--- config.mk ---
export PLATFORM = sky130hd
export DESIGN_NAME = bm_xfer_seq
export DESIGN_NICKNAME = d
export VERILOG_FILES = /design/src/rtl/bm_seq_pkg.sv /design/src/rtl/bm_addr_gen.sv /design/src/rtl/bm_beat_ctr.sv /design/src/rtl/bm_xfer_seq.sv
export SDC_FILE = /design/constraint.sdc
export NUM_CORES = 1
export LEC_CHECK = 0
export CAP_MARGIN = 20
export CORE_MARGIN = 4
export CORE_UTILIZATION = 25
export DETAILED_ROUTE_END_ITERATION = 6
export PLACE_DENSITY = 0.6
export SLEW_MARGIN = 40
export SYNTH_ARGS = -nofsm -noshare
export SYNTH_HDL_FRONTEND = slang
export SYNTH_SLANG_ARGS = --single-unit
--- constraint.sdc ---
create_clock -name clk -period 3.6 [get_ports clk]
set_input_delay 0.72 -clock clk [delete_from_list [all_inputs] [get_ports clk]]
set_output_delay 0.72 -clock clk [all_outputs]
set_load 0.01 [all_outputs]
--- src/rtl/bm_seq_pkg.sv ---
package bm_seq_pkg;

    typedef enum logic [1:0] {
        TR_ADDR_ONLY = 2'b00,
        TR_NSEQ      = 2'b10,
        TR_SEQ       = 2'b11
    } tran_e;

    typedef enum logic [1:0] {
        ST_IDLE,
        ST_HAND,
        ST_BEAT,
        ST_PARK
    } state_e;

    // reserved size code is issued as a word
    function automatic logic [1:0] norm_size(input logic [1:0] s);
        return (s == 2'b11) ? 2'b10 : s;
    endfunction

endpackage

--- src/rtl/bm_addr_gen.sv ---
module bm_addr_gen #(
    parameter int AW = 32
) (
    input  logic          clk,
    input  logic          rst_n,
    input  logic          load,
    input  logic [AW-1:0] load_addr,
    input  logic          bump,
    input  logic [1:0]    size,
    output logic [AW-1:0] addr
);
    logic [AW-1:0] addr_q;
    logic [AW-1:0] incr;

    always_comb begin
        incr = AW'(1) << size;
    end

    always_ff @(posedge clk or negedge rst_n) begin
        if (!rst_n) begin
            addr_q <= '0;
        end else if (load) begin
            addr_q <= load_addr;
        end else if (bump) begin
            addr_q <= addr_q + incr;
        end
    end

    assign addr = addr_q;
endmodule

--- src/rtl/bm_beat_ctr.sv ---
module bm_beat_ctr #(
    parameter int CW = 5
) (
    input  logic          clk,
    input  logic          rst_n,
    input  logic          load,
    input  logic [CW-1:0] load_val,
    input  logic          dec,
    output logic          is_last
);
    logic [CW-1:0] cnt_q;

    always_ff @(posedge clk or negedge rst_n) begin
        if (!rst_n) begin
            cnt_q <= CW'(1);
        end else if (load) begin
            cnt_q <= (load_val == '0) ? CW'(1) : load_val;
        end else if (dec) begin
            cnt_q <= cnt_q - CW'(1);
        end
    end

    assign is_last = (cnt_q == CW'(1));
endmodule

--- src/rtl/bm_xfer_seq.sv ---
module bm_xfer_seq
    import bm_seq_pkg::*;
#(
    parameter int AW         = 32,
    parameter int CW         = 5,
    parameter bit IS_DEFAULT = 1'b1
) (
    input  logic          clk,
    input  logic          rst_n,
    input  logic          phase_hi,
    input  logic          grant,
    input  logic          wait_in,
    input  logic          resp_err,
    input  logic          resp_last,
    input  logic          req_valid,
    output logic          req_ready,
    input  logic [AW-1:0] req_addr,
    input  logic          req_write,
    input  logic [1:0]    req_size,
    input  logic [1:0]    req_prot,
    input  logic [CW-1:0] req_beats,
    output logic [1:0]    tran_o,
    output logic [AW-1:0] addr_o,
    output logic          write_o,
    output logic [1:0]    size_o,
    output logic [1:0]    prot_o,
    output logic          lock_o,
    output logic          bus_oe,
    output logic          beat_done,
    output logic          beat_err
);
    state_e state_q, state_d;
    logic   own_q, own_d;
    logic   seq_q, seq_d;
    logic   done_d, err_d;
    logic   write_q, write_d;
    logic [1:0] size_q, size_d;
    logic [1:0] prot_q, prot_d;
    logic   step, load, bump, dec, is_last;

    // an owned transfer held by wait freezes the sequencer
    assign step = phase_hi & ~(own_q & wait_in);

    bm_addr_gen #(.AW(AW)) u_addr (
        .clk       (clk),
        .rst_n     (rst_n),
        .load      (load),
        .load_addr (req_addr),
        .bump      (bump),
        .size      (size_q),
        .addr      (addr_o)
    );

    bm_beat_ctr #(.CW(CW)) u_ctr (
        .clk      (clk),
        .rst_n    (rst_n),
        .load     (load),
        .load_val (req_beats),
        .dec      (dec),
        .is_last  (is_last)
    );

    // next-state logic
    always_comb begin
        state_d = state_q;
        own_d   = own_q;
        seq_d   = seq_q;
        done_d  = 1'b0;
        err_d   = 1'b0;
        load    = 1'b0;
        bump    = 1'b0;
        dec     = 1'b0;
        write_d = write_q;
        size_d  = size_q;
        prot_d  = prot_q;
        if (step) begin
            unique case (state_q)
                ST_IDLE: begin
                    own_d = grant;
                    if (req_valid) begin
                        load    = 1'b1;
                        seq_d   = 1'b0;
                        write_d = req_write;
                        size_d  = norm_size(req_size);
                        prot_d  = req_prot;
                        if (!grant) begin
                            state_d = ST_PARK;
                        end else if (own_q) begin
                            state_d = ST_BEAT;
                        end else begin
                            state_d = ST_HAND;
                        end
                    end
                end
                ST_PARK: begin
                    own_d = grant;
                    if (grant) begin
                        state_d = ST_HAND;
                    end
                end
                ST_HAND: begin
                    own_d   = grant;
                    seq_d   = 1'b0;
                    state_d = grant ? ST_BEAT : ST_PARK;
                end
                ST_BEAT: begin
                    done_d = 1'b1;
                    err_d  = resp_err;
                    if (resp_err || is_last) begin
                        state_d = ST_IDLE;
                        own_d   = grant;
                    end else begin
                        bump = 1'b1;
                        dec  = 1'b1;
                        if (!grant) begin
                            own_d   = 1'b0;
                            state_d = ST_PARK;
                        end else begin
                            seq_d = ~resp_last;
                        end
                    end
                end
                default: state_d = ST_IDLE;
            endcase
        end
    end

    // state register
    always_ff @(posedge clk or negedge rst_n) begin
        if (!rst_n) begin
            state_q <= ST_IDLE;
            own_q   <= IS_DEFAULT;
            seq_q   <= 1'b0;
            write_q <= 1'b0;
            size_q  <= 2'b00;
            prot_q  <= 2'b00;
            beat_done <= 1'b0;
            beat_err  <= 1'b0;
        end else begin
            state_q <= state_d;
            own_q   <= own_d;
            seq_q   <= seq_d;
            write_q <= write_d;
            size_q  <= size_d;
            prot_q  <= prot_d;
            beat_done <= done_d;
            beat_err  <= err_d;
        end
    end

    // outputs
    always_comb begin
        tran_o    = TR_ADDR_ONLY;
        if (state_q == ST_BEAT) begin
            tran_o = seq_q ? TR_SEQ : TR_NSEQ;
        end
        bus_oe    = own_q;
        lock_o    = 1'b0;
        write_o   = write_q;
        size_o    = size_q;
        prot_o    = prot_q;
        req_ready = (state_q == ST_IDLE) & step;
    end
endmodule

==> reports/metrics.yaml <==
drt:
  ant_nets: 0
  first_pass_iters: 4
  initialDrtViolationCount: 83
  wl_per_cell_um: 14.7
  drc: 0
  viasPerCell: 4.81
  wl_mm: 8.36
  vias: 2725
cells_and_area:
  syn_to_final_growth_pct: 45.2
  seqCellArea_um2: 1200
  multi_input_area_um2: 1510
  final_common_cell: "clkdlybuf4s50_1"
  nNetsFinal: 483
  drive_gt1_share_pct: 6.09
  post-route-cell-area_um2: 4100
  fill_cells: 1129
  final_cell_mix: "clkdlybuf4s50_1, nand2_1, dfrtp_1, o21ai_0, nor2_1"
  antenna_cells: 0
clocking:
  clkTransAtPathRegs_ns: 0.07
  cts_buffers: 5
  cts.root.buffer_cell: "clkbuf_16"
  cts_buffer_depth: 2
  clock_sinks: 48
  clock_latency_ns: 0.28
  post_cts.repair.setup_buffers: 0
  cts_hold_buf: 0
  post_cts_resized: 0
  tritoncts: "built"
  h-tree-depth: 2
floorplanning:
  io_pins: 94
  initial_utilization_pct: 25.8
  core-area_um2: 10900
  row_count: 38
  dieArea_um2: 13100
  fp.dieH_um: 114
  die-width_um: 114
timing:
  setup_violations: 0
  fin_skew_ns: 0.00359
  rsz0062_at_grt: "false"
  tightest_slew_ns: 0.652
  hold_viol_final: 0
  max_freq_ghz: 0.329
  slew_headroom_pct: 56.4
  totalNegativeSetupSlack_ns: 0
  slew_viol_final: 0
  period_share_pct: 84.5
  period_minus_slack_ns: 3.04
logic_synthesis:
  postSynthAreaPerCell_um2: 8.43
  syn_nets: 392
  ys.flop_type: "dfrtp_1"
  ys_seq_area_share_pct: 42.6
  synth.distinct_cells: 53
  netlist_area_um2: 2820
  synthArstFlopShare_pct: 100
  yosys_warnings: 0
  ys_ff_latch: 48
  synth_top_area_share_pct: 40.8
  synth-edff-count: 0
  netlist_instances: 335
  yosys.area.top_type: "dfrtp_1"
  synth_area_leaders: "dfrtp_1, nand2_1, o21ai_0, xor2_1, nor2_1"
placement:
  detailed_place_hpwl_mm: 6.20
  dpl_cell_area_um2: 3920
  gp_congestion: 0.822
  port_buffers: 92
global_route:
  first_global_vias: 2812
  grt_pass1_wl_mm: 13.7
  track_usage_pct: 12.9
  antenna_found_initial: 0
  overflow: 0
  grt_max_degree: 48
power_and_ir_drop:
  ir_worst_vdd_v: 0.000282
  leakage_uw: 0.00160
  p_per_area_nw_per_um2: 707
hold_path:
  holdCritPathClass: "input pin to async pin"
critical_path:
  r2r_slack_ns: 0.68
  crit_arrival_ns: 3.25
  cp_max_fo: 9
  worstPathRequired_ns: 3.81
  worstSetupPathType: "input pin to flop"
  end_kind: "flop"
  start_kind: "input pin"
run_status:
  run_status: "finished, final reports clean"
flow_run:
  maxCapViolCount: 0
## per-layer routing
layer	share of wire, %	GRT usage (%)	up-vias
met3	6.9	3.96	8
met1	48	17.5	1275
met4	1.2	3.40	0
met2	44	20.0	77
met5	0	0	-
li1	-	-	1365
## logic make-up after synthesis
family          after synthesis  share of synthesized area [%]
simple gates                152                           26.5
compound gates               74                           15.6
flops                        48                           42.6
buf+inv                      29                           4.30
xor+xnor                     23                           7.14
fa+ha+maj                     7                           3.37
other cells                   1                          0.133
mux                           1                          0.355
## critical path, cell delays in order
cell and delay, ns:
clkdlybuf4s50_1 0.50, a21bo_2 0.28, or4_1 0.57, buf_4 0.21, nor3_1 0.33, or4b_1 0.47
a31oi_1 0.17
## cell type report
| cell class | instances | share of cell area [%] |
|---|---|---|
| Tap cell | 140 | 4.27 |
| Clock inverter | 1 | 0.733 |
| Timing Repair Buffer | 100 | 23.9 |
| Sequential cell | 48 | 29.4 |
| Inverter | 13 | 1.19 |
| Clock buffer | 7 | 3.72 |
| Multi-Input combinational cell | 258 | 36.8 |
## synth_stat cells (10+ instances only)
master and n:
dfrtp_1 46, nor4_1 10, o21ai_0 32, a21oi_1 14, nand4_1 12, xor2_1 12, nor2_1 27, a31oi_1 10
inv_1 13, nand2_1 57, xnor2_1 11, nand3_1 13, clkbuf_1 13
## through the flow
| step | hold slack (ns) | power (µW) | setup WS, ns | util [%] | instances |
|---|---|---|---|---|---|
| floorplan | 0.424 | 1660 | 0.972 | - | 335 |
| global placement | 0.462 | 2310 | 0.373 | 35.8 | 559 |
| detailed placement | 0.466 | 2340 | 0.304 | 35.8 | 559 |
| CTS | 0.439 | 2930 | 0.574 | 37.5 | 567 |
| global route | 0.462 | 3120 | 0.429 | 37.5 | 567 |
| finish | 0.415 | 2900 | 0.557 | 37.5 | 567 |
## report_power, final
| part | internal [µW] | leakage, µW | switching (µW) |
|---|---|---|---|
| clock network | 366 | 0.0000901 | 205 |
| logic | 690 | 0.000929 | 533 |
| registers | 787 | 0.000585 | 319 |
## sequential cells by signal, indices dropped and copies added, names as in the netlist
signal and cells:
write_o 1, beat_err 1, bus_oe 1, state_q 2
beat_done 1, seq_q 1, u_ctr.cnt_q 5, u_addr.addr 32
size_o 2, prot_o 2
## final timing paths
kind                           start              end  depth (start not counted)
max                         phase_hi  u_addr.addr[31]                          7
min                            rst_n  u_addr.addr[10]                          1
max reg2reg                size_o[1]  u_addr.addr[30]                          8
min reg2reg                  write_o          write_o                          2
max in group asynchronous      rst_n           bus_oe                          2
min in group clk             write_o          write_o                          2
Note: power is estimated with default switching activity, not from simulation.
